===== src/rtl/smb_pkg.sv =====
package smb_pkg;

    localparam int BYTE_W       = 8;
    localparam int CNT_W        = 4;
    localparam int CMD_FLAG_BIT = 7;
    localparam int BLOCK_BIT    = 4;

    typedef enum logic [3:0] {
        ST_IDLE,
        ST_ADDR,
        ST_ADDR_ACK,
        ST_CMD,
        ST_CMD_ACK,
        ST_COUNT,
        ST_COUNT_ACK,
        ST_WDATA,
        ST_WDATA_ACK,
        ST_RDATA,
        ST_RACK,
        ST_IGNORE
    } smb_state_e;

endpackage


===== src/rtl/smb_line_sync.sv =====
module smb_line_sync #(
    parameter int STAGES = 2
) (
    input  logic clk,
    input  logic rst_n,
    input  logic d,
    output logic q
);
    logic [STAGES-1:0] sr;

    // Reset to the idle level of an open-drain bus line.
    always_ff @(posedge clk or negedge rst_n) begin
        if (!rst_n) begin
            sr <= '1;
        end else begin
            sr <= {sr[STAGES-2:0], d};
        end
    end

    assign q = sr[STAGES-1];

    initial begin
        AST_SYNC_DEPTH: assert (STAGES >= 2);
    end
endmodule


===== src/rtl/smb_bus_events.sv =====
module smb_bus_events (
    input  logic clk,
    input  logic rst_n,
    input  logic scl_s,
    input  logic sda_s,
    output logic scl_rise,
    output logic scl_fall,
    output logic start_det,
    output logic stop_det
);
    logic scl_q, sda_q;

    always_ff @(posedge clk or negedge rst_n) begin
        if (!rst_n) begin
            scl_q <= 1'b1;
            sda_q <= 1'b1;
        end else begin
            scl_q <= scl_s;
            sda_q <= sda_s;
        end
    end

    assign scl_rise  = scl_s & ~scl_q;
    assign scl_fall  = ~scl_s & scl_q;
    // Data edges count as bus conditions only while the clock stays high.
    assign start_det = scl_s & scl_q & sda_q & ~sda_s;
    assign stop_det  = scl_s & scl_q & ~sda_q & sda_s;
endmodule


===== src/rtl/smb_reg_slave.sv =====
module smb_reg_slave
    import smb_pkg::*;
#(
    parameter logic [6:0] SLAVE_ADDR  = 7'h39,
    parameter int         PTR_W       = 4,
    parameter int         SYNC_STAGES = 2
) (
    input  logic              clk,
    input  logic              rst_n,
    input  logic              scl_in,
    input  logic              sda_in,
    output logic              sda_oe,
    output logic [PTR_W-1:0]  reg_addr,
    output logic [BYTE_W-1:0] reg_wdata,
    output logic              reg_we,
    output logic              reg_re,
    input  logic [BYTE_W-1:0] reg_rdata
);
    localparam int LINES = 2;

    // ---------------- line synchronisers and bus events ----------------
    logic [LINES-1:0] line_raw, line_s;
    logic scl_s, sda_s;
    logic scl_rise, scl_fall, start_det, stop_det;

    assign line_raw = {scl_in, sda_in};

    for (genvar g = 0; g < LINES; g++) begin : g_sync
        smb_line_sync #(.STAGES(SYNC_STAGES)) u_sync (
            .clk   (clk),
            .rst_n (rst_n),
            .d     (line_raw[g]),
            .q     (line_s[g])
        );
    end

    assign scl_s = line_s[1];
    assign sda_s = line_s[0];

    smb_bus_events u_events (
        .clk       (clk),
        .rst_n     (rst_n),
        .scl_s     (scl_s),
        .sda_s     (sda_s),
        .scl_rise  (scl_rise),
        .scl_fall  (scl_fall),
        .start_det (start_det),
        .stop_det  (stop_det)
    );

    // ---------------- state and datapath registers ----------------
    smb_state_e        state, state_n;
    logic [BYTE_W-1:0] shreg;
    logic [BYTE_W-1:0] tx;
    logic [CNT_W-1:0]  cnt;
    logic [PTR_W-1:0]  ptr;
    logic              rw, blk, more;

    logic rx_state, byte_done, addr_hit, load_tx, tx_last;

    assign rx_state  = (state == ST_ADDR) || (state == ST_CMD) ||
                       (state == ST_COUNT) || (state == ST_WDATA);
    assign byte_done = rx_state && scl_fall && (cnt == CNT_W'(BYTE_W));
    assign addr_hit  = (shreg[BYTE_W-1:1] == SLAVE_ADDR);
    assign load_tx   = scl_fall && (((state == ST_ADDR_ACK) && rw) ||
                                    ((state == ST_RACK) && more));
    assign tx_last   = (state == ST_RDATA) && scl_fall &&
                       (cnt == CNT_W'(BYTE_W - 1));

    // Next-state logic
    always_comb begin
        state_n = state;
        if (stop_det) begin
            state_n = ST_IDLE;
        end else if (start_det) begin
            state_n = ST_ADDR;
        end else begin
            unique case (state)
                ST_IDLE, ST_IGNORE: state_n = state;
                ST_ADDR:      if (byte_done) state_n = addr_hit ? ST_ADDR_ACK : ST_IGNORE;
                ST_ADDR_ACK:  if (scl_fall)  state_n = rw ? ST_RDATA : ST_CMD;
                ST_CMD:       if (byte_done) state_n = shreg[CMD_FLAG_BIT] ? ST_CMD_ACK : ST_IGNORE;
                ST_CMD_ACK:   if (scl_fall)  state_n = blk ? ST_COUNT : ST_WDATA;
                ST_COUNT:     if (byte_done) state_n = ST_COUNT_ACK;
                ST_COUNT_ACK: if (scl_fall)  state_n = ST_WDATA;
                ST_WDATA:     if (byte_done) state_n = ST_WDATA_ACK;
                ST_WDATA_ACK: if (scl_fall)  state_n = ST_WDATA;
                ST_RDATA:     if (tx_last)   state_n = ST_RACK;
                ST_RACK:      if (scl_fall)  state_n = more ? ST_RDATA : ST_IGNORE;
                default:                     state_n = ST_IDLE;
            endcase
        end
    end

    // State register
    always_ff @(posedge clk or negedge rst_n) begin
        if (!rst_n) begin
            state <= ST_IDLE;
        end else begin
            state <= state_n;
        end
    end

    // Datapath: shift register, bit counter, pointer, transmit byte
    always_ff @(posedge clk or negedge rst_n) begin
        if (!rst_n) begin
            shreg <= '0;
            tx    <= '0;
            cnt   <= '0;
            ptr   <= '0;
            rw    <= 1'b0;
            blk   <= 1'b0;
            more  <= 1'b0;
        end else if (start_det || stop_det) begin
            cnt <= '0;
        end else begin
            if (rx_state && scl_rise) begin
                shreg <= {shreg[BYTE_W-2:0], sda_s};
                cnt   <= cnt + 1'b1;
            end
            if (byte_done) begin
                cnt <= '0;
            end
            if (byte_done && (state == ST_ADDR) && addr_hit) begin
                rw <= shreg[0];
            end
            if (byte_done && (state == ST_CMD) && shreg[CMD_FLAG_BIT]) begin
                ptr <= shreg[PTR_W-1:0];
                blk <= shreg[BLOCK_BIT];
            end
            if (byte_done && (state == ST_WDATA)) begin
                ptr <= ptr + 1'b1;
            end
            if (load_tx) begin
                tx <= reg_rdata;
            end
            if ((state == ST_RDATA) && scl_fall) begin
                if (tx_last) begin
                    cnt <= '0;
                    ptr <= ptr + 1'b1;
                end else begin
                    cnt <= cnt + 1'b1;
                    tx  <= {tx[BYTE_W-2:0], 1'b0};
                end
            end
            if ((state == ST_RACK) && scl_rise) begin
                more <= ~sda_s;
            end
        end
    end

    // Outputs
    always_comb begin
        unique case (state)
            ST_ADDR_ACK, ST_CMD_ACK, ST_COUNT_ACK, ST_WDATA_ACK: sda_oe = 1'b1;
            ST_RDATA:                                           sda_oe = ~tx[BYTE_W-1];
            default:                                            sda_oe = 1'b0;
        endcase
    end

    assign reg_addr  = ptr;
    assign reg_wdata = shreg;
    assign reg_we    = byte_done && (state == ST_WDATA);
    assign reg_re    = load_tx;

    // ---------------- assertions ----------------
    AST_OE_AFTER_FALL: assert property (@(posedge clk) disable iff (!rst_n)
        (sda_oe != $past(sda_oe)) |-> ($past(scl_fall) || $past(start_det) || $past(stop_det)));

    AST_START_REARM: assert property (@(posedge clk) disable iff (!rst_n)
        (start_det && !stop_det) |=> ((state == ST_ADDR) && (cnt == '0)));

    AST_STOP_RELEASE: assert property (@(posedge clk) disable iff (!rst_n)
        stop_det |=> ((state == ST_IDLE) && !sda_oe));

    AST_ACK_ONLY_ON_HIT: assert property (@(posedge clk) disable iff (!rst_n)
        (state == ST_ADDR_ACK) |-> (shreg[BYTE_W-1:1] == SLAVE_ADDR));

    AST_CMD_FLAG: assert property (@(posedge clk) disable iff (!rst_n)
        (state == ST_CMD_ACK) |-> shreg[CMD_FLAG_BIT]);

    AST_PTR_STEP: assert property (@(posedge clk) disable iff (!rst_n)
        $past(reg_we) |-> (reg_addr == PTR_W'($past(reg_addr) + 1'b1)));

    AST_READ_DIRECTION: assert property (@(posedge clk) disable iff (!rst_n)
        (state == ST_RDATA) |-> rw);
endmodule


===== config.mk =====
export PLATFORM = sky130hd
export DESIGN_NAME = smb_reg_slave
export DESIGN_NICKNAME = d
export VERILOG_FILES = /design/src/rtl/smb_pkg.sv /design/src/rtl/smb_line_sync.sv /design/src/rtl/smb_bus_events.sv /design/src/rtl/smb_reg_slave.sv
export SDC_FILE = /design/constraint.sdc
export NUM_CORES = 1
export LEC_CHECK = 0
export BUFFER_PORTS_ARGS = -buffer_cell sky130_fd_sc_hd__clkbuf_2
export CORE_ASPECT_RATIO = 0.9
export CORE_MARGIN = 3
export CORE_UTILIZATION = 25
export DETAILED_ROUTE_END_ITERATION = 16
export PLACE_DENSITY_LB_ADDON = 0.12
export SYNTH_ARGS = -nofsm -noshare
export SYNTH_HDL_FRONTEND = slang
export SYNTH_SLANG_ARGS = --single-unit

===== constraint.sdc =====
create_clock -name clk -period 2.1 [get_ports clk]
set_input_delay 0.21 -clock clk [delete_from_list [all_inputs] [get_ports clk]]
set_output_delay 0.21 -clock clk [all_outputs]
set_load 0.03 [all_outputs]

# After elaboration in Yosys (flattened, before gate mapping)

Cells that the tools add are included.

Register bits: 37
Latch bits: 0
Bits in read-only memories: 0
RAM bits: 0
Memories kept: 0

Shifts and indexed selects: 0
$add $sub $neg: 2
Divide/modulo/power cells: 0
Multipliers: 0
Magnitude comparators: 0
Equality and inequality tests: 24
Multiplexer cells: 30
Reduce and logical (&&, ||, !) cells: 29
Bitwise logic cells: 13

Operators with widths:

| operator                                                              | count |
|---|---|
| 4-bit two-way mux                                                     | 23 |
| 4-bit one-hot mux with 10 select lines                                | 1 |
| 4-bit != test, second input constant                                  | 8 |
| 8-bit two-way mux                                                     | 3 |
| 4-bit by 3-bit equality test with 1-bit output, second input constant | 5 |
| 4-bit equality test, second input constant                            | 5 |
| 1-bit logical AND                                                     | 14 |
| 10-bit AND reduction                                                  | 1 |
| 4-bit by 1-bit adder with 4-bit output, second input constant         | 2 |
| 4-bit by 2-bit equality test with 1-bit output, second input constant | 2 |
| 2-bit AND reduction                                                   | 4 |
| 1-bit bitwise AND                                                     | 7 |
| 7-bit by 6-bit equality test with 1-bit output, second input constant | 1 |
| 1-bit NOT                                                             | 6 |
| 1-bit logical OR                                                      | 5 |
| 4-bit by 1-bit equality test with 1-bit output, second input constant | 1 |
| 4-bit zero test                                                       | 1 |
| 2-bit two-way mux                                                     | 2 |
| 4-bit by 1-bit != test with 1-bit output, second input constant       | 1 |
| 4-bit nonzero test                                                    | 1 |
| 2-bit OR reduction                                                    | 2 |
| 4-bit OR reduction                                                    | 1 |
| 3-bit != test, second input constant                                  | 1 |
| 1-bit one-hot mux with 2 select lines                                 | 1 |

# Depth between registers and ports, before layout

Depth in word-level cells: 12
Depth in mapped cells: 7

# Modules after synthesis

A second synthesis with hierarchy kept.

Cell total of the unflattened synthesis: 215
Area, all modules: 2104.5 µm²

Modules (own cells, without submodules):

| module         | area an instance (µm²) | cells an instance | times used | sequential area each (µm²) |
|---|---|---|---|---|
| smb_reg_slave  | 1914.3                 | 205               | 1          | 775.7 |
| smb_line_sync  | 52.6                   | 2                 | 2          | 52.6 |
| smb_bus_events | 85.1                   | 6                 | 1          | 52.6 |

# Worst setup path before layout

OpenSTA, ideal clock, no wires.

Kind: reg-to-output
Start point: register cnt[0]
End point: output reg_we
Path buffers: 0
Cell stages (with the launch flop): 6
Slack: 0.060 ns
Required time: 1.890 ns
Arrival: 1.830 ns
Path through: dfrtp_1 -> inv_1 -> ha_1 -> nand3b_1 -> or3_4 -> nor3_1

Longest elaborated chain between the ends: 3

Ends and longest elaborated chain:

| what                   | RTL line             | text |
|---|---|---|
| from (decl)            | smb_reg_slave.sv:55  | `logic [CNT_W-1:0] cnt;` |
| from (signal assigned) | smb_reg_slave.sv:119 | `cnt <= cnt + 1'b1;` |
| from (signal assigned) | smb_reg_slave.sv:142 | `cnt <= cnt + 1'b1;` |
| 4-bit equality test    | smb_reg_slave.sv:63  | `assign byte_done = rx_state && scl_fall && (cnt == CNT_W'(BYTE_W));` |
| 1-bit logical AND      | smb_reg_slave.sv:63  |  |
| 1-bit logical AND      | smb_reg_slave.sv:163 | `assign reg_we = byte_done && (state == ST_WDATA);` |
| to (decl)              | smb_reg_slave.sv:15  | `output logic reg_we,` |

Every way passes these cells.

# Final worst setup path

Start point: register u_events.scl_q
End point: output reg_re

Longest elaborated chain between the ends: 2

Ends and longest elaborated chain:

| what                   | RTL line             | text |
|---|---|---|
| from (decl)            | smb_bus_events.sv:11 | `logic scl_q, sda_q;` |
| from (signal assigned) | smb_bus_events.sv:18 | `scl_q <= scl_s;` |
| 1-bit bitwise AND      | smb_bus_events.sv:24 | `assign scl_fall = ~scl_s & scl_q;` |
| 1-bit logical AND      | smb_reg_slave.sv:65  | `assign load_tx = scl_fall && (((state == ST_ADDR_ACK) && rw) \|\|` |
| to (decl)              | smb_reg_slave.sv:16  | `output logic reg_re,` |

Every way passes these cells.

==> out/results.txt <==
Cell types with the largest area share after synthesis: sky130_fd_sc_hd__dfrtp_1, sky130_fd_sc_hd__dfstp_2, sky130_fd_sc_hd__mux2_2, sky130_fd_sc_hd__a21oi_1, sky130_fd_sc_hd__o22ai_1
Top-level I/O count: 27
Transition time of the tightest slew-check pin: 0.4066 ns
Required time of the critical path: 1.89 ns
Number of distinct library cells after synthesis: 54
CTS clk-pin slew, worst paths: 0.09 ns
Post-route fraction of the period consumed by the critical path: 95.94%
All-layer global routing usage: 11.85%
Detailed Route Iter0 Violations: 133
Via count of the first global-routing pass: 1,735
RSZ-0062 raised after global routing: no
Outcome: finished clean
Maximum resistive drop on vdd: 0.6048 mV
FF+latch count, synth: 37
Rows: 30
Area leader, netlist: sky130_fd_sc_hd__dfrtp_1
Ant. Diodes: 0
CTS tree: built
Class of the worst hold path: input port to register
Number of nets at the end of the flow: 263
Final-report hold violation count: 0
DPL Wire Length: 3.838 mm
Dominant register cell in the synthesized netlist: sky130_fd_sc_hd__dfrtp_1
Final wirelength: 5.137 mm
Core region area: 0.007695 sq mm
Post-synth design cell area: 0.002021 sq mm
Overall die area: 0.009199 sq mm
Setup-violating endpoint count in the final report: 0
Category of the worst setup path launch point: register
Worst-case headroom to the max-slew limit: 72.51%
Height of the die: 91.29 microns
Leakage dissipation: 0.001191 uW
Worst skew pair latency: 0.30 ns
Cell count after synthesis: 200
CP Capture Type: primary output
Hold wc startpoint: reg_rdata[0]
Total power per unit cell area: 1091 mW/mm^2
Mean post-synth cell area: 10.10 sq um
Total of fill cells in the finished design: 783
Worst setup skew after layout: 0.01039 ns
Count of warnings emitted by yosys: 0
Final Slew Violations: 0
Number of buffers and inverters on the critical path: 3
Class of the most critical setup path: register to primary output
Initial antenna violation count: 0
CTS Buffer Depth: 2
Worst setup startpoint: u_events.scl_q
Cell with the largest stage delay on the worst path: sky130_fd_sc_hd__dfstp_2
Cell area after layout: 0.002574 sq mm
Pre-antenna DRT Iters: 4
Highest Signal Layer: met4
Starting density of the core: 26.26%
CP arrival: 1.80 ns
Met1 wire length: 2.535 mm
Placed instance area: 0.002377 sq mm
Worst flop-to-flop path startpoint: cnt[0]
Largest net degree at the start of global routing: 16
Minimum period implied by the final worst setup slack: 2.015 ns
Sum of overflow across all layers after global routing: 0
Detailed-route DRC error count: 0
Total negative setup slack: 0 ns
Net count of the mapped netlist: 215
Cell breakdown of the critical path: nand2b_4 -> or4_4 -> buf_6 -> inv_2 -> buf_8
Total power of the final layout: 2807 uW
Vias per Instance: 4.896
Routed length on met2: 2.370 mm
H-tree levels: 2
Total via count after detailed routing: 1,689
Final antenna-violating net count: 0
Proportion of layout cells with a drive suffix above 1: 34.14%
Number of sinks on the clock net: 37
Wire length per cell: 14.89 microns
Number of synthesized flops with an enable pin: 0
First-pass GRT wire length: 8.666 mm
Final weighted congestion in routability-driven placement: 0.8099
CTS buffer count: 5
Proportion of register bits with asynchronous set or reset after synthesis: 100.0%
Routed wire length on met3: 172 microns
Number of maximum-capacitance violations: 0
Critical path's top delay family: simple AND/OR/NAND/NOR gates
Root Driver: sky130_fd_sc_hd__clkbuf_8
Die Wd: 100.8 microns
Buffers on Ports: 26
Slowest Stage Delay on Critical Path: 0.56 ns
Max Clk Rate: 496.3 MHz
Area growth from synthesis to layout: 27.37%
CP max FO: 8
Area share of the leading cell type in the synthesized netlist: 38.39%
Post-synthesis sequential area ratio: 46.19%
==> layout make-up <==
type	count	area [sq um]	share of cell area (%)
Multi-Input combinational cell	138	1012	39.33
Sequential cell	37	934.6	36.31
Timing Repair Buffer	51	360.3	14.00
Tap cell	96	120.1	4.667
Clock buffer	5	68.82	2.674
Inverter	15	56.30	2.188
Clock inverter	3	21.27	0.8264
==> synthesized netlist by cell type (3+ instances only) <==
library cell / n
sky130_fd_sc_hd__xor2_1: 4
sky130_fd_sc_hd__a21oi_1: 13
sky130_fd_sc_hd__ha_1: 3
sky130_fd_sc_hd__dfstp_2: 6
sky130_fd_sc_hd__nand3_1: 6
sky130_fd_sc_hd__nor3_1: 4
sky130_fd_sc_hd__nand2b_1: 6
sky130_fd_sc_hd__mux2i_1: 5
sky130_fd_sc_hd__clkbuf_1: 7
sky130_fd_sc_hd__nor2b_1: 5
sky130_fd_sc_hd__o22ai_1: 10
sky130_fd_sc_hd__nor2_1: 10
sky130_fd_sc_hd__inv_1: 15
sky130_fd_sc_hd__nor4bb_1: 3
sky130_fd_sc_hd__nand2_1: 9
sky130_fd_sc_hd__nor4_1: 4
sky130_fd_sc_hd__mux2_2: 10
sky130_fd_sc_hd__a211oi_1: 3
sky130_fd_sc_hd__o31ai_1: 3
sky130_fd_sc_hd__dfrtp_1: 31
==> metrics by stage <==
step           std cells  hold slack (ns)  utilization, %  setup slack (ns)
2_1_floorplan        200         -0.08559               -           0.05974
3_3_place_gp         330           0.1281           30.89           0.08141
3_5_place_dp         330           0.1292           30.89           0.04309
4_1_cts              344           0.1333           33.32          0.003925
5_1_grt              345           0.1433           33.45           0.01476
6_report             345           0.1398           33.45           0.08529
==> report_power, final <==
group	switching (uW)	internal [uW]	total, uW
clock network	301	236	537
registers	192	898	1090
logic	652	527	1180
total	1150	1660	2810
==> cells by family after synthesis <==
family / Yosys count / share of synthesized area, %
AOI/OAI and AO/OA: 50 / 17.40
xor gates and xnor gates: 4 / 1.734
adders and majority gates: 3 / 1.858
buffers and inverters: 25 / 5.139
DFF: 37 / 46.19
muxes: 15 / 8.050
and+or+nand+nor: 66 / 19.63
==> final timing paths <==
check | end | slack [ns] | cells past startpoint
setup / recovery | reg_re | 0.09 | 5
hold / removal | tx[0] | 0.14 | 2
setup reg to reg | tx[7] | 0.19 | 7
hold reg to reg | g_sync[0].u_sync.sr[1] | 0.36 | 0
max in group asynchronous | u_events.sda_q | 1.20 | 3
min in group asynchronous | reg_addr[1] | 0.32 | 2
==> state kept, by name, summed over array words and instances (netlist names) <==
name	cells
rw	1
u_events.scl_q	1
blk	1
cnt	4
reg_wdata	8
more	1
tx	8
state	4
reg_addr	4
g_sync.u_sync.sr	4
u_events.sda_q	1
==> routing by layer <==
metal	GRT usage (%)	vias to the layer above
li1	-	829
met1	16.69	819
met2	17.54	35
met3	2.611	6
met4	4.489	0
met5	0	-
==> placed cells by master (no fill, tap or decap), types with 9 or more instances in the layout <==
master | Yosys | final
sky130_fd_sc_hd__a21oi_1 | 13 | 13
sky130_fd_sc_hd__buf_4 | 0 | 20
sky130_fd_sc_hd__clkbuf_2 | 0 | 24
sky130_fd_sc_hd__dfrtp_1 | 31 | 30
sky130_fd_sc_hd__inv_1 | 15 | 13
sky130_fd_sc_hd__mux2_2 | 10 | 10
sky130_fd_sc_hd__nand2_1 | 9 | 9
sky130_fd_sc_hd__nor2_1 | 10 | 10
sky130_fd_sc_hd__o22ai_1 | 10 | 10
==> timing repair <==
action                                 CTS  global route
gates resized for setup                  9             4
buffers inserted                         3             1
setup endpoints to repair                2             5
hold buffers                             3             0
pin swaps                                2             3
endpoints found under the hold margin   10             0
Note: power is estimated with default switching activity, not from simulation.
